===== config.mk =====
export PLATFORM = sky130hd
export DESIGN_NAME = setup_msg_parser
export DESIGN_NICKNAME = d
export VERILOG_FILES = /design/src/rtl/smp_pkg.sv /design/src/rtl/smp_assembler.sv /design/src/rtl/smp_classifier.sv /design/src/rtl/setup_msg_parser.sv
export SDC_FILE = /design/constraint.sdc
export NUM_CORES = 1
export LEC_CHECK = 0
export ABC_AREA = 1
export BUFFER_PORTS_ARGS = -buffer_cell sky130_fd_sc_hd__buf_2
export CAP_MARGIN = 20
export CORE_MARGIN = 3
export CORE_UTILIZATION = 60
export CTS_BUF_LIST = sky130_fd_sc_hd__clkbuf_4 sky130_fd_sc_hd__clkbuf_8
export CTS_CLUSTER_SIZE = 25
export DETAILED_ROUTE_END_ITERATION = 8
export GPL_ROUTABILITY_DRIVEN = 0
export PLACE_DENSITY = 0.81
export SETUP_SLACK_MARGIN = 0.1
export SYNTH_ARGS = -nofsm -noshare
export SYNTH_HDL_FRONTEND = slang
export SYNTH_HIERARCHICAL = 1
export SYNTH_SLANG_ARGS = --single-unit

===== constraint.sdc =====
create_clock -name clk -period 2.47 [get_ports clk]
set_input_delay 0.494 -clock clk [delete_from_list [all_inputs] [get_ports clk]]
set_output_delay 0.494 -clock clk [all_outputs]
set_load 0.005 [all_outputs]

===== src/rtl/smp_pkg.sv =====
package smp_pkg;
    localparam int MSG_BYTES = 8;
    localparam int MSG_W     = 8 * MSG_BYTES;
    localparam int ID_W      = 16;
    localparam int BCNT_W    = $clog2(MSG_BYTES);

    typedef enum logic [2:0] {
        PH_VER,
        PH_ID,
        PH_SHM,
        PH_RUN,
        PH_CLOSED
    } phase_e;
endpackage


===== src/rtl/smp_assembler.sv =====
module smp_assembler
    import smp_pkg::*;
(
    input  logic             clk,
    input  logic             rst_n,
    input  logic             in_valid,
    input  logic [7:0]       in_byte,
    input  logic             in_desc,
    output logic             msg_valid,
    output logic [MSG_W-1:0] msg_value,
    output logic             msg_desc
);
    typedef struct packed {
        logic [BCNT_W-1:0] cnt;
        logic [MSG_W-1:0]  shreg;
        logic              mv;
        logic              fd;
    } asm_t;

    asm_t s_q, s_d;

    always_comb begin
        s_d    = s_q;
        s_d.mv = 1'b0;
        if (in_valid) begin
            s_d.shreg[8*s_q.cnt +: 8] = in_byte;
            if (s_q.cnt == BCNT_W'(MSG_BYTES - 1)) begin
                s_d.cnt = '0;
                s_d.mv  = 1'b1;
                s_d.fd  = in_desc;
            end else begin
                s_d.cnt = s_q.cnt + 1'b1;
            end
        end
    end

    always_ff @(posedge clk) begin
        if (!rst_n) s_q <= '0;
        else        s_q <= s_d;
    end

    assign msg_valid = s_q.mv;
    assign msg_value = s_q.shreg;
    assign msg_desc  = s_q.fd;
endmodule


===== src/rtl/smp_classifier.sv =====
module smp_classifier
    import smp_pkg::*;
(
    input  logic [MSG_W-1:0] value,
    input  logic [ID_W-1:0]  own_id,
    output logic             is_zero,
    output logic             is_neg1,
    output logic             is_id,
    output logic             is_own,
    output logic [ID_W-1:0]  id
);
    always_comb begin
        is_zero = (value == '0);
        is_neg1 = (value == '1);
        is_id   = (value[MSG_W-1:ID_W] == '0);
        id      = value[ID_W-1:0];
        is_own  = is_id && (id == own_id);
    end
endmodule


===== src/rtl/setup_msg_parser.sv =====
module setup_msg_parser
    import smp_pkg::*;
#(
    parameter int NUM_VEC = 4,
    localparam int CW = $clog2(NUM_VEC + 1)
) (
    input  logic            clk,
    input  logic            rst_n,
    input  logic            in_valid,
    input  logic [7:0]      in_byte,
    input  logic            in_desc,
    output logic [ID_W-1:0] own_id,
    output logic            own_id_valid,
    output logic [CW-1:0]   own_vec_count,
    output logic            setup_done,
    output logic            closed,
    output logic            upd_valid,
    output logic [ID_W-1:0] upd_peer,
    output logic [CW-1:0]   upd_count
);
    typedef struct packed {
        phase_e          phase;
        logic [ID_W-1:0] own_id;
        logic            own_valid;
        logic            done;
        logic            run_act;
        logic [ID_W-1:0] run_peer;
        logic [CW-1:0]   run_cnt;
        logic [CW-1:0]   own_cnt;
        logic            upd_v;
        logic [ID_W-1:0] upd_peer;
        logic [CW-1:0]   upd_cnt;
    } prs_t;

    prs_t s_q, s_d;

    logic             msg_valid;
    logic [MSG_W-1:0] msg_value;
    logic             msg_desc;
    logic             c_zero, c_neg1, c_id, c_own;
    logic [ID_W-1:0]  c_idv;

    smp_assembler u_asm (
        .clk       (clk),
        .rst_n     (rst_n),
        .in_valid  (in_valid),
        .in_byte   (in_byte),
        .in_desc   (in_desc),
        .msg_valid (msg_valid),
        .msg_value (msg_value),
        .msg_desc  (msg_desc)
    );

    smp_classifier u_cls (
        .value   (msg_value),
        .own_id  (s_q.own_id),
        .is_zero (c_zero),
        .is_neg1 (c_neg1),
        .is_id   (c_id),
        .is_own  (c_own),
        .id      (c_idv)
    );

    function automatic logic [CW-1:0] sat_inc(input logic [CW-1:0] v);
        return (v == CW'(NUM_VEC)) ? v : v + 1'b1;
    endfunction

    always_comb begin
        s_d       = s_q;
        s_d.upd_v = 1'b0;
        if (msg_valid) begin
            unique case (s_q.phase)
                PH_VER: s_d.phase = c_zero ? PH_ID : PH_CLOSED;
                PH_ID: begin
                    if (c_id) begin
                        s_d.own_id    = c_idv;
                        s_d.own_valid = 1'b1;
                        s_d.phase     = PH_SHM;
                    end else begin
                        s_d.phase = PH_CLOSED;
                    end
                end
                PH_SHM: s_d.phase = (c_neg1 && msg_desc) ? PH_RUN : PH_CLOSED;
                PH_RUN: begin
                    if (!c_id) begin
                        s_d.phase = PH_CLOSED;
                    end else if (c_own) begin
                        if (!msg_desc) begin
                            s_d.phase = PH_CLOSED;
                        end else begin
                            s_d.done    = 1'b1;
                            s_d.own_cnt = sat_inc(s_q.own_cnt);
                            s_d.run_act = 1'b0;
                        end
                    end else if (msg_desc) begin
                        if (s_q.run_act && s_q.run_peer == c_idv)
                            s_d.run_cnt = sat_inc(s_q.run_cnt);
                        else
                            s_d.run_cnt = CW'(1);
                        s_d.run_act  = 1'b1;
                        s_d.run_peer = c_idv;
                        s_d.upd_v    = 1'b1;
                        s_d.upd_peer = c_idv;
                        s_d.upd_cnt  = s_d.run_cnt;
                    end else if (s_q.done) begin
                        s_d.run_act  = 1'b0;
                        s_d.upd_v    = 1'b1;
                        s_d.upd_peer = c_idv;
                        s_d.upd_cnt  = '0;
                    end else begin
                        s_d.phase = PH_CLOSED;
                    end
                end
                default: ;
            endcase
        end
    end

    always_ff @(posedge clk) begin
        if (!rst_n) s_q <= '{phase: PH_VER, default: '0};
        else        s_q <= s_d;
    end

    assign own_id        = s_q.own_id;
    assign own_id_valid  = s_q.own_valid;
    assign own_vec_count = s_q.own_cnt;
    assign setup_done    = s_q.done;
    assign closed        = (s_q.phase == PH_CLOSED);
    assign upd_valid     = s_q.upd_v;
    assign upd_peer      = s_q.upd_peer;
    assign upd_count     = s_q.upd_cnt;
endmodule


Yosys cells after proc, flatten, opt, wreduce, memory -nomap -nowiden:

Cells that the tools add are included.

* bits in registers: 133
* bits in latches: 0
* RAM bits: 0
* bits in read-only memories: 0
* input port bits: 12
* output and inout port bits: 42
* word-level logic and storage cells: 78
* memories kept: 0

* add/subtract/negate cells: 4
* $mul: 0
* divide/modulo/power cells: 0
* magnitude comparators: 0
* equal/unequal tests: 13
* shift operators: 2
* multiplexer cells: 20
* bitwise operators: 6
* reductions and logical operators: 18

Operators with widths (count)
* bitwise mux 64 bit: 1
* equality test 64 bit (second input constant): 1
* zero test 64 bit: 1
* variable shift 8 x 34 -> 64 bit (first input constant): 1
* indexed part select 8 x 34 -> 64 bit: 1
* zero test 48 bit: 1
* two-way mux 20 bit: 2
* negation 6 -> 34 bit: 1
* two-way mux 3 bit: 11
* equality test 16 bit: 2
* AND reduction 5 bit: 4
* equality test 3 bit (second input constant): 4
* one-hot mux 3 bit (4 select lines): 1
* adder 3 x 1 -> 3 bit (second input constant): 3
* equality test 3 x 2 -> 1 bit (second input constant): 2
* inverter 1 bit: 6
* AND reduction 6 bit: 1
* OR reduction 5 bit: 1
* two-way mux 1 bit: 4
* inequality test 4 bit (second input constant): 1
* AND reduction 2 bit: 2
* AND reduction 4 bit: 1
* nonzero test 4 bit: 1
* equality test 3 x 1 -> 1 bit (second input constant): 1
* other kinds (7): 9

Logic depth before layout (Yosys ltp):

Gate-level depths: netlist of run 1.

* depth after elaboration: 5
* gate-level depth with buffers: 17
* gate-level depth less buffers: 15

Modules after synthesis:

Netlist of run 1, hierarchy kept.

By module, submodules not included
* smp_assembler: instances 1, cells an instance 498, area each 3470.8 um^2, seq. area each 1381.3 um^2
* setup_msg_parser: instances 1, cells an instance 403, area each 2971.6 um^2, seq. area each 1281.2 um^2
* smp_classifier: instances 1, cells an instance 213, area each 904.6 um^2, seq. area each 0.0 um^2

Worst setup path after synthesis of run 1:

OpenSTA, ideal clock, no wires.

* kind: flip-flop to flip-flop
* start: reg u_asm.s_q (netlist bit u_asm/msg_value[56])
* end: reg s_q (netlist bit upd_peer[15])
* setup time: 120 ps
* data arrival time: 1771 ps
* data required time: 2350 ps
* setup slack: 580 ps
* cell stages (with the launch flop): 14
* path buffers: 2
* clock period less this slack: 1890 ps
* cells stage by stage: dfxtp_1 > buf_4 > or2_1 > nor2_1 > nand2_1 > nor2_1 > nand2_1 > inv_1 > nand2_1 > a21oi_2 > nand2_2 > inv_4 > buf_2 > a21oi_1

* word-level cells in the longest chain between the ends: 4

RTL lines
* start: declaration: line smp_assembler.sv:20 `asm_t s_q, s_d;`
* start signal: assignment: line smp_assembler.sv:38 `if (!rst_n) s_q <= '0;`
* start signal: assignment: line smp_assembler.sv:39 `else s_q <= s_d;`
* zero test 48 bit (*): line smp_classifier.sv:15 `is_id = (value[MSG_W-1:ID_W] == '0);`
* via c_id: line setup_msg_parser.sv:40 `logic c_zero, c_neg1, c_id, c_own;`
* logical AND 1 bit: line smp_classifier.sv:17 `is_own = is_id && (id == own_id);`
* inverter 1 bit (no source line)
* AND reduction 5 bit (no source line) (*)
* end signal: assignment: line setup_msg_parser.sv:120 `if (!rst_n) s_q <= '{phase: PH_VER, default: '0};`
* end signal: assignment: line setup_msg_parser.sv:121 `else s_q <= s_d;`
* end: declaration: line setup_msg_parser.sv:35 `prs_t s_q, s_d;`

Mark *: on every way through the listed nets, which the timed path passes. The rest lies on a longest branch.
A chain may end at the register's enable or synchronous reset.

Worst setup path after layout of run 1:

* start: reg u_asm/s_q[66] (netlist name)
* end: reg u_asm.s_q (netlist bit u_asm/msg_value[7])

* word-level cells in the longest chain between the ends: 3
* elaborated cells between the ends (all ways): 4
* those cells by class: add/sub (1); shift (2); mux (1)

RTL lines
* negation 6 -> 34 bit (*): line smp_assembler.sv:26 `s_d.shreg[8*s_q.cnt +: 8] = in_byte;`
* indexed part select 8 x 34 -> 64 bit or variable shift 8 x 34 -> 64 bit (tied branches): line smp_assembler.sv:26
* bitwise mux 64 bit (*): line smp_assembler.sv:26

Mark *: on every way between the ends. The rest lies on a longest branch, timed or not.

==> summary.md, run 1 <==
| Metric | Value |
|---|---|
| Worst EP arrival | `2.59 ns` |
| Gate power share | `9.9%` |
| Hold_buf cts | `0` |
| Die area | `13600 µm²` |
| Clk slew on worst S/H paths | `0.07 ns` |
| Synth unique cells | `35` |
| Ys Warns | `6` |
| Filler cell count | `1086` |
| Final min period | `2.22 ns` |
| Reg-to-reg setup timing slack | `0.25 ns` |
| Post-route DRC | `0` |
| Fin Clk Skew | `0.0114 ns` |
| Tightest Pin Transition | `0.627 ns` |
| Netlist Area Pre-Place | `7350 µm²` |
| Die Ht | `117 µm` |
| Total gr overflow | `0` |
| FF+latch count, synth | `133` |
| Clock insertion delay at the later pin of the skew report | `0.44 ns` |
| Nets | `1073` |
| Sw frac | `25.1%` |
| Antenna viol nets, final | `0` |
| Commonest non-fill, non-tap cell in the layout | `nand2_1` |
| Status | `finished clean` |
| Hold Violations, Final | `0` |
| CP Cell Sequence | `inv_6 > ha_1 > ha_1 > inv_2 > nand2_1 > nor2_1 > nand3_2 > inv_1 > nor2_1 > nor2_1` |
| # setup viols final | `0` |
| Setup_tns | `0 ns` |
| Post-Syn Nets | `1135` |
| CTS buffer count | `17` |
| Fin Hold WS | `0.255 ns` |
| Die X | `117 µm` |
| R2R Path End | `u_asm/msg_value[7]` |
| Via density | `5.13` |
| Ant diodes | `0` |
| Footprint of the multi-input gates | `3140 µm²` |
| GRT Util Overall | `23.6%` |
| Worst hold stages | `3` |
| Antenna violations before repair | `0` |
| LEAKAGE | `3.50 nW` |
| Slowest Stage Delay on Critical Path | `0.47 ns` |
| Root buffer cell | `clkbuf_8` |
| Crit Path Max Fanout | `10` |
| Vias in the first global route | `5554` |
| Initial DRC Count | `646` |
| Worst path slowest cell | `dfxtp_2` |
| Clock share of power | `42.8%` |
| CP Class | `register to register` |
| WL final | `15500 µm` |
| Hold path start | `in_desc` |
| I/O pins | `54` |
| Syn Area/Cell | `6.60 µm²` |
| Final HPWL DP | `11300 µm` |
| Hold Crit Endpoint | `u_asm/msg_desc` |
| R2R Path Start | `u_asm/s_q[66]` |
| Most frequent CP cell | `nor2_1` |
| Final Cycle Share | `90.0%` |
| Area taken by flip-flops and latches | `2660 µm²` |
| Most frequent cells in the layout | `nand2_1 (236), nor2_1 (234), dfxtp_1 (132)` |
| Maximum clock path buffer count | `2` |
| H-tree levels | `4` |
| F_max | `0.450 GHz` |
| Pwr dens | `641 nW/µm²` |
| Num Clock Sinks | `133` |
| FF-to-FF path depth | `10` |
| Worst Setup Start Kind | `register` |
| Core area | `11700 µm²` |
| DR WL/cell | `12.8 µm` |
| Number of port buffers | `53` |
| Register area share after synthesis | `36.2%` |
| CTS tree | `yes` |
| Share of post-route cells with drive strength above 1 | `11.9%` |
| Worst setup EP type | `register` |
| # Max-Cap Violations | `0` |
| Gate Count Post-Synth | `1114` |
| Setup repair after global routing missed its margin | `false` |
| Hold/Removal Path Class | `input port to register` |
| First-pass GRT wire length | `25400 µm` |
| Sequential share of power | `47.3%` |
| Peak supply drop | `0.632 mV` |
| Row cnt | `39` |
| Largest net degree at the start of global routing | `38` |
| Area Overhead vs Synth | `-0.545%` |
| Internal | `3.51 mW` |
| NetSw | `1.17 mW` |
| Starting Density | `62.7%` |
| CP Data Required Time | `2.84 ns` |
| Final Max Tran Viols | `0` |
| Relative slew margins | `58.2%` |
| Routed vias | `6196` |
| Pre-antenna DRT Iters | `5` |
critical path, delay by kind of cell, from the launching register on:
family | cells | cell delay, ns
DFF | 1 | 0.47
and+or+nand+nor | 5 | 0.56
adders and majority gates | 2 | 0.63
buffers and inverters | 3 | 0.47
power groups by stage:
stage | Combinational [mW] | Sequential, mW | Clock, mW
CTS | 0.460 | 2.21 | 2.04
detailed placement | 0.455 | 2.26 | 0
global route | 0.526 | 2.22 | 2.16
floorplan | 0.402 | 2.24 | 0
finish | 0.465 | 2.21 | 2.00
global placement | 0.447 | 2.26 | 0
stage by stage:
step / area [µm²] / setup WS, ns / power, mW / util [%] / instances
2_1_floorplan: 7350 / 0.580 / 2.64 / - / 1114
3_3_place_gp: 6860 / 0.243 / 2.71 / 58.6 / 1176
3_5_place_dp: 6860 / 0.207 / 2.72 / 58.6 / 1176
4_1_cts: 7300 / 0.147 / 4.71 / 62.4 / 1207
5_1_grt: 7310 / 0.108 / 4.90 / 62.4 / 1207
6_report: 7310 / 0.246 / 4.68 / 62.4 / 1207
cells in the mapped netlist:
cell type	number	area, µm²
a21oi_2	1	8.76
nand3_1	35	175
inv_2	6	22.5
nand3_2	5	50.1
nor3_1	11	55.1
xnor2_1	3	26.3
ha_1	9	113
inv_4	1	6.26
nor3b_1	1	7.51
nor2_1	234	878
buf_1	2	7.51
inv_1	122	458
o211ai_1	2	15.0
clkbuf_1	9	33.8
a21boi_0	1	7.51
nor2_2	3	18.8
inv_6	1	8.76
buf_2	10	50.1
buf_4	121	908
nor3_4	3	48.8
nor2_4	2	22.5
o21ai_1	1	5.00
o21ai_0	74	370
nand4_1	15	93.8
dfxtp_1	133	2660
nor4_1	1	6.26
clkinv_1	2	7.51
xor2_1	1	8.76
a21oi_1	54	270
buf_6	4	45.0
a211oi_1	1	7.51
nand2_1	236	886
or2_1	2	12.5
or2_2	3	18.8
nand2_2	5	31.3
worst max-delay path by stage:
stage                             start            endpoint  slack (ns)  cells past startpoint
floorplan           u_asm/msg_value[56]        upd_peer[15]        0.58                     13
global placement          u_asm/s_q[66]  u_asm/msg_value[2]        0.24                     10
detailed placement        u_asm/s_q[66]  u_asm/msg_value[6]        0.21                     10
CTS                       u_asm/s_q[66]  u_asm/msg_value[7]        0.15                     10
global route        u_asm/msg_value[56]        upd_peer[10]        0.11                     12
finish                    u_asm/s_q[66]  u_asm/msg_value[7]        0.25                     10
area by class of cell:
class | instances | area share (%)
inverter | 132 | 6.88
clock inverter | 9 | 2.05
tap | 143 | 2.45
multi-input combinational | 703 | 42.9
sequential | 133 | 36.5
clock buffer | 22 | 3.97
timing repair buffer | 65 | 5.26
logic make-up (layout without fill, tap and decap cells):
group	after synthesis	count (layout)	share of synthesized area (%)
simple gates	556	556	31.4
xor+xnor	4	4	0.477
flops	133	133	36.2
fa+ha+maj	9	9	1.53
buf+inv	278	228	21.1
compound gates	134	134	9.32
registers in the layout (all words and copies together), names as in the netlist:
name / flops
u_asm/msg_value: 64
s_q: 23
own_id: 16
upd_peer: 16
own_vec_count: 3
u_asm/s_q: 3
upd_count: 3
own_id_valid: 1
setup_done: 1
u_asm/msg_desc: 1
u_asm/msg_valid: 1
upd_valid: 1
what timing repair did:
action / in CTS / in global routing
setup buffers: 0 / 0
endpoints found under the setup margin: 0 / 37
resized for setup: 0 / 2
per-layer routing:
metal | wire (µm) | vias to the layer above | share of wire, % | track usage, %
li1 | - | 3202 | - | -
met1 | 6920 | 2752 | 45 | 29.6
met2 | 7250 | 204 | 47 | 38.7
met3 | 834 | 38 | 5.4 | 5.65
met5 | 0 | - | 0 | 0
met4 | 499 | 0 | 3.2 | 10.4
(Power assumes the default switching activity.)
==> run 2, diff against run 1 <==
- clock period: 2.47 -> 2.7 ns (I/O delays scaled with it)
==> run 2 against run 1 <==
Clock skew grew 0.0075 ns. Setup slack improved by 0.14 ns. Non-clock buffer count is 5 lower. Via count is 0.92% lower. Clock power down 14%. Total power fell by 11%. Critical path type unchanged. Critical endpoint is now u_asm/msg_value[3]. Largest power group unchanged. Highest routed layer unchanged.
==> summary.md, run 2 (synthesized netlist as in run 1, its figures left out) <==
| Metric | Value |
|---|---|
| CP Data Required Time | `3.09 ns (+0.25 ns)` |
| First-pass GRT wire length | `24500 µm (-3.6%)` |
| GRT Max-Usage Layer | `met2` |
| Met2 Track Usage GR | `36.2% (-2.6 points)` |
| Pre-antenna DRT Iters | `5 (unchanged)` |
| Crit Path Max Fanout | `10 (unchanged)` |
| Clock insertion delay at the later pin of the skew report | `0.45 ns (about the same)` |
| Pwr dens | `576 nW/µm² (-10%)` |
| Share of post-route cells with drive strength above 1 | `11.5% (-0.43 points)` |
| Most frequent CP cell | `nor2_1` |
| R2R Path Start | `u_asm/s_q[66]` |
| Hold/Removal Path Class | `input port to register` |
| Num Clock Sinks | `133 (unchanged)` |
| Number of port buffers | `53 (unchanged)` |
| CTS buffer count | `17 (unchanged)` |
| Initial DRC Count | `626 (-3.1%)` |
| Hold_buf cts | `0 (unchanged)` |
| Peak supply drop | `0.491 mV (-22%)` |
| Relative slew margins | `62.0% (+3.8 points)` |
| Reg-to-reg setup timing slack | `0.39 ns (+0.14 ns)` |
| Final min period | `2.31 ns (+0.0855 ns)` |
| Via density | `5.10 (-0.59%)` |
| Root buffer cell | `clkbuf_8` |
| FF-to-FF path depth | `10 (unchanged)` |
| Largest net degree at the start of global routing | `57 (+50%)` |
| Hold path start | `in_desc` |
| Buf/Inv on CP | `3 (unchanged)` |
| Final Cycle Share | `85.5% (-4.5 points)` |
| F_max | `0.433 GHz (-3.7%)` |
| Ant diodes | `0 (unchanged)` |
| Worst setup EP type | `register` |
| Met1 GRT Util | `29.4% (-0.21 points)` |
| Total gr overflow | `0 (unchanged)` |
| Routed vias | `6139 (-0.92%)` |
| Worst EP arrival | `2.70 ns (+0.11 ns)` |
| Antenna viol nets, final | `0 (unchanged)` |
| Starting Density | `62.7% (unchanged)` |
| I/O pins | `54 (unchanged)` |
| Maximum clock path buffer count | `2 (unchanged)` |
| Nets | `1068 (-0.47%)` |
| Vias in the first global route | `5235 (-5.7%)` |
| Worst hold stages | `3 (unchanged)` |
| Cts repair resizes | `0 (unchanged)` |
| CP Class | `register to register` |
| Final Max Tran Viols | `0 (unchanged)` |
| Area Overhead vs Synth | `-1.58%` |
| Antenna violations before repair | `0 (unchanged)` |
| Core area | `11700 µm² (unchanged)` |
| Area taken by flip-flops and latches | `2660 µm² (about the same)` |
| Hold Crit Endpoint | `u_asm/msg_desc` |
| Post-CTS setup buffer count | `0 (unchanged)` |
| CP Cell Sequence | `inv_6 > ha_1 > ha_1 > inv_2 > nand2_1 > nor2_1 > nand3_2 > inv_1 > nor2_1 > nor2_1` |
| Worst Setup Start Kind | `register` |
| Setup repair after global routing missed its margin | `false` |
| Post-route DRC | `0 (unchanged)` |
| Die X | `117 µm (unchanged)` |
| Post-route cell area | `7230 µm² (-1.0%)` |
| Final HPWL DP | `11000 µm (-3.2%)` |
| Footprint of the multi-input gates | `3140 µm² (unchanged)` |
| Met3 usage | `5.08% (-0.57 points)` |
| Slowest Stage Delay on Critical Path | `0.58 ns (+0.11 ns)` |
| Filler cell count | `1112 (+2.4%)` |
| Hold Violations, Final | `0 (unchanged)` |
| WL final | `15200 µm (-1.7%)` |
| Setup_tns | `0 ns (unchanged)` |
| CTS tree | `yes` |
| Status | `finished clean` |
| Worst path slowest cell | `dfxtp_1` |
| # Max-Cap Violations | `0 (unchanged)` |
| Clk slew on worst S/H paths | `0.08 ns (about the same)` |
| GRT Util Overall | `22.8% (-0.80 points)` |
| Max FFs per register | `64 (unchanged)` |
| DR WL/cell | `12.7 µm (-1.4%)` |
| R2R Path End | `u_asm/msg_value[3]` |
| Fin Clk Skew | `0.0189 ns (+0.00748 ns)` |
| Die Ht | `117 µm (unchanged)` |
| LEAKAGE | `3.45 nW (-1.3%)` |
| CP top delay family | `adder cells` |
| Row cnt | `39 (unchanged)` |
| Tightest Pin Transition | `0.570 ns (-0.0572 ns)` |
| DP Area | `6820 µm² (-0.55%)` |
| # setup viols final | `0 (unchanged)` |
| H-tree levels | `4 (unchanged)` |
| Most frequent cells in the layout | `nand2_1 (236), nor2_1 (234), dfxtp_1 (133)` |
| Die area | `13600 µm² (unchanged)` |
| Commonest non-fill, non-tap cell in the layout | `nand2_1` |
| Fin Hold WS | `0.280 ns (+0.0246 ns)` |
## run 2: cell types whose count changed in the layout (fill, tap and decap cells not counted), sizes merged
cell / previous run / this run
buf: 65 / 60
inv: 130 / 138
clkinv: 5 / 4
bufinv: 4 / 2
clkbuf: 22 / 18
## run 2: metrics by stage
step | setup WS, ns | power [mW] | std cells | util (%)
3_3_place_gp | 0.518 | 2.47 | 1171 | 58.3
2_1_floorplan | 0.810 | 2.41 | 1114 | -
3_5_place_dp | 0.430 | 2.48 | 1171 | 58.3
6_report | 0.390 | 4.17 | 1203 | 61.7
5_1_grt | 0.136 | 4.35 | 1203 | 61.7
4_1_cts | 0.412 | 4.20 | 1203 | 61.7
## run 2: worst max path at each step
stage                        start                  to  cells past startpoint
6_report             u_asm/s_q[66]  u_asm/msg_value[3]                     10
5_1_grt              u_asm/s_q[66]  u_asm/msg_value[0]                     10
4_1_cts              u_asm/s_q[66]  u_asm/msg_value[4]                     10
3_5_place_dp         u_asm/s_q[66]  u_asm/msg_value[4]                     10
3_3_place_gp         u_asm/s_q[66]  u_asm/msg_value[3]                     10
2_1_floorplan  u_asm/msg_value[56]        upd_peer[15]                     13
## run 2: area by class of cell
cell class / instances / share of cell area [%]
clock inverter: 14 / 2.28
inverter: 132 / 6.96
tap: 143 / 2.47
timing repair buffer: 60 / 4.74
sequential: 133 / 36.8
clock buffer: 18 / 3.34
multi-input combinational: 703 / 43.4
## run 2: tightest hold or removal path: stages
cell	delay, ns
buf_2	0.08
nand2_1	0.04
nand2_1	0.04
## run 2: power breakdown
part / total, mW / switching, mW / internal [mW]
clock: 1.72 / 0.863 / 0.859
sequential: 2.02 / 0.0356 / 1.99
combinational: 0.420 / 0.294 / 0.126
## run 2: metal layers
layer | wire length, µm | up-vias | share of wire, %
met5 | 0 | - | 0
met4 | 626 | 0 | 4.1
met3 | 861 | 40 | 5.7
met2 | 6840 | 197 | 45
met1 | 6900 | 2694 | 45
li1 | - | 3208 | -
==> run 3, diff against run 2 <==
--- a/config.mk
+++ b/config.mk
@@ -16,3 +16,3 @@
 export GPL_ROUTABILITY_DRIVEN = 0
-export PLACE_DENSITY = 0.81
+export PLACE_DENSITY = 0.82
 export SETUP_SLACK_MARGIN = 0.1
@@ -20,3 +20,2 @@
 export SYNTH_HDL_FRONTEND = slang
-export SYNTH_HIERARCHICAL = 1
 export SYNTH_SLANG_ARGS = --single-unit
==> constraint.sdc (replaced) <==
create_clock -name clk -period 2.7 [get_ports clk]
set_input_delay 0.405 -clock clk [delete_from_list [all_inputs] [get_ports clk]]
set_output_delay 0.405 -clock clk [all_outputs]
set_load 0.005 [all_outputs]
==> run 3 against run 2 <==
Total power rose by 3.5%. Clock power rose by 3%. Combinational power rose by 19%. Via count fell by 4.7%. Setup slack improved by 0.0039 ns. Global-route usage rose by 3.3 points. Sequential power barely moved. Synthesized cell count fell by 15%. First-iteration DRC count fell by 9.3%. Register-to-register slack barely moved. Die area fell by 7.1%. Wire length rose by 4.9%. Largest power group unchanged. Highest routed layer unchanged.
==> summary.md, run 3 <==
| Metric | Value |
|---|---|
| Status | `finished clean` |
| Maximum clock path buffer count | `2 (unchanged)` |
| Hold Violations, Final | `0 (unchanged)` |
| Total power | `4.31 mW (+3.5%)` |
| Pwr dens | `600 nW/µm² (+4.1%)` |
| Die area | `12600 µm² (-7.1%)` |
| Num Clock Sinks | `133 (unchanged)` |
| CP Data Required Time | `2.99 ns (-0.10 ns)` |
| Worst setup EP type | `register` |
| Pre-antenna DRT Iters | `6 (+1)` |
| Worst setup path startpoint | `u_asm.s_q[67]` |
| Post-synth top area share | `39.2% (+2.9 points)` |
| R2R Path End | `u_asm.msg_value[34]` |
| Final Max Tran Viols | `0 (unchanged)` |
| Post-CTS setup buffer count | `0 (unchanged)` |
| Slowest Stage Delay on Critical Path | `0.55 ns (-0.03 ns)` |
| Number of port buffers | `53 (unchanged)` |
| Hold path start | `in_desc` |
| Post-Syn Nets | `972 (-14%)` |
| Hold Crit Endpoint | `u_asm.msg_desc` |
| Worst Setup Start Kind | `register` |
| GRT Util Overall | `26.1% (+3.3 points)` |
| R2R Path Start | `u_asm.s_q[67]` |
| Crit Path Max Fanout | `16 (+6)` |
| Syn Area/Cell | `7.16 µm² (+8.6%)` |
| H-tree levels | `4 (unchanged)` |
| Starting Density | `62.2% (-0.58 points)` |
| WL final | `16000 µm (+4.9%)` |
| Final min period | `2.31 ns (-0.00392 ns)` |
| Antenna violations before repair | `0 (unchanged)` |
| Internal | `3.18 mW (+6.9%)` |
| Fin Clk Skew | `0.0144 ns (-0.00451 ns)` |
| Synth unique cells | `38 (+8.6%)` |
| Buf/Inv on CP | `2 (-1)` |
| Most frequent cells in the layout | `nand2_1 (135), dfxtp_1 (133), nor2_1 (122)` |
| # setup viols final | `0 (unchanged)` |
| F_max | `0.434 GHz (+0.17%)` |
| Register area share after synthesis | `39.2% (+2.9 points)` |
| Setup repair after global routing missed its margin | `false` |
| Hold/Removal Path Class | `input port to register` |
| Antenna viol nets, final | `0 (unchanged)` |
| Gate power share | `11.6% (+1.5 points)` |
| Worst path slowest cell | `nand4_1` |
| Place WS | `0.457 ns (+0.0273 ns)` |
| FF+latch count, synth | `133 (unchanged)` |
| Cts repair resizes | `0 (unchanged)` |
| Initial DRC Count | `568 (-9.3%)` |
| # Max-Cap Violations | `0 (unchanged)` |
| Vias in the first global route | `5522 (+5.5%)` |
| Setup ws final | `0.394 ns (+0.00392 ns)` |
| Hold_buf cts | `0 (unchanged)` |
| Post-route DRC | `0 (unchanged)` |
| Netlist Area Pre-Place | `6800 µm² (-7.5%)` |
| CP Cell Sequence | `inv_1 > ha_1 > ha_1 > inv_1 > nor2_1 > nand4_1 > nor2_1 > a211oi_1` |
| Peak supply drop | `0.458 mV (-6.7%)` |
| Synth Flop Type | `dfxtp_1` |
| Clock share of power | `41.2% (-0.2 points)` |
| Setup_tns | `0 ns (unchanged)` |
| Area Overhead vs Synth | `5.73%` |
| Post-synth top area cell | `dfxtp_1` |
| Ys Warns | `0 (-6)` |
| DP Area | `6760 µm² (-0.97%)` |
| Tightest Pin Transition | `0.644 ns (+0.0734 ns)` |
| Reg-to-reg setup timing slack | `0.39 ns (about the same)` |
| Async SR Flop Fraction | `0% (unchanged)` |
| Root buffer cell | `clkbuf_8` |
| Row cnt | `38 (-2.6%)` |
| Clock insertion delay at the later pin of the skew report | `0.45 ns (about the same)` |
| Top cell types by occurrence after synthesis | `nand2_1 (135), dfxtp_1 (133), nor2_1 (122)` |
| Commonest non-fill, non-tap cell in the layout | `nand2_1` |
| Worst EP arrival | `2.60 ns (-0.10 ns)` |
| First-pass GRT wire length | `26600 µm (+8.3%)` |
| Worst hold stages | `3 (unchanged)` |
| Sequential share of power | `47.3% (-1.3 points)` |
| CP top delay family | `simple AND/OR/NAND/NOR gates` |
| I/O pins | `54 (unchanged)` |
| Largest net degree at the start of global routing | `71 (+25%)` |
| DR WL/cell | `14.6 µm (+15%)` |
| Top cells by area in the synthesized netlist | `dfxtp_1 (39%), a21oi_1 (7.7%), nand2_1 (7.5%)` |
| Die Ht | `112 µm (-3.6%)` |
| Count leader, synth | `nand2_1` |
| Clk slew on worst S/H paths | `0.07 ns (about the same)` |
| Share of post-route cells with drive strength above 1 | `12.7% (+1.2 points)` |
| CTS tree | `yes` |
| NetSw | `1.13 mW (-5.1%)` |
| Total gr overflow | `0 (unchanged)` |
| Die X | `112 µm (-3.6%)` |
| Core area | `10900 µm² (-6.6%)` |
| FF-to-FF path depth | `8 (-2)` |
| Via density | `5.34 (+4.7%)` |
| Relative slew margins | `57.0% (-5.0 points)` |
| Fin Hold WS | `0.183 ns (-0.0973 ns)` |
| Number of synthesized flops with an enable pin | `0 (unchanged)` |
| Ant diodes | `0 (unchanged)` |
| LEAKAGE | `3.03 nW (-12%)` |
| Gate Count Post-Synth | `949 (-15%)` |
| Sw frac | `26.3% (-2.4 points)` |
| Nets | `965 (-9.6%)` |
| Post-route cell area | `7190 µm² (-0.62%)` |
| CTS buffer count | `17 (unchanged)` |
| CP Class | `register to register` |
| Routed vias | `5850 (-4.7%)` |
| Final HPWL DP | `11500 µm (+5.0%)` |
| Final Cycle Share | `85.4% (-0.15 points)` |
| Max FFs per register | `64 (unchanged)` |
==> run 3: cell count changes in the layout (fill, tap and decap cells not counted), sizes merged, moves of 17 or more <==
cell	before	now
o21ai	75	93
inv	138	115
a21oi	55	105
a211oi	1	18
nor2	239	132
nand2	241	138
==> run 3: layer usage <==
layer | track usage, % | share of wire, % | vias up
met4 | 12.3 | 3.4 | 0
met2 | 42.2 | 47 | 198
met5 | 0 | 0 | -
met3 | 5.61 | 6.4 | 37
met1 | 33.5 | 43 | 2603
li1 | - | - | 3012
==> run 3: through the flow <==
step | util [%] | cells
floorplan | - | 949
global placement | 61.8 | 1063
detailed placement | 61.8 | 1063
CTS | 65.7 | 1095
global route | 65.7 | 1095
finish | 65.7 | 1095
==> run 3: worst reg2reg max path: stages (launching register included) <==
cell      delay (ns)
dfxtp_1         0.42
inv_1           0.11
ha_1            0.20
ha_1            0.29
inv_1           0.07
nor2_1          0.20
nand4_1         0.55
nor2_1          0.27
a211oi_1        0.07
==> run 3: cell type report <==
cell class | count | area (µm²)
Clock buffer | 23 | 304
Clock inverter | 9 | 124
Fill cell | 962 | 3750
Inverter | 116 | 440
Multi-Input combinational cell | 608 | 3100
Sequential cell | 133 | 2660
Tap cell | 140 | 175
Timing Repair Buffer | 66 | 375
==> run 3: power groups by stage <==
stage	clock, mW	combinational [mW]	sequential [mW]
after floorplan	0	0.401	2.05
after global placement	0	0.483	2.08
after detailed placement	0	0.490	2.08
after CTS	1.79	0.493	2.04
after global routing	1.87	0.556	2.04
final	1.77	0.499	2.04
==> run 3: logic make-up (layout without fill, tap and decap cells) <==
logic type | Yosys count | in the layout | synth area share [%]
adder cells (fa/ha/maj) | 11 | 11 | 2.03
flip-flops | 133 | 133 | 39.2
XOR/XNOR | 21 | 21 | 2.71
AND/OR/NAND/NOR | 356 | 356 | 23.9
buffers and inverters | 208 | 214 | 15.2
AO/OA/AOI/OAI | 220 | 220 | 17.0
==> run 3: how the worst max path moves through the flow <==
stage,endpoint,slack [ns],cells after the start
floorplan,u_asm.msg_value[63],0.40,12
global route,u_asm.msg_value[34],0.13,7
finish,u_asm.msg_value[34],0.39,8
CTS,u_asm.msg_value[38],0.45,8
detailed placement,u_asm.msg_value[38],0.46,8
global placement,u_asm.msg_value[38],0.58,8
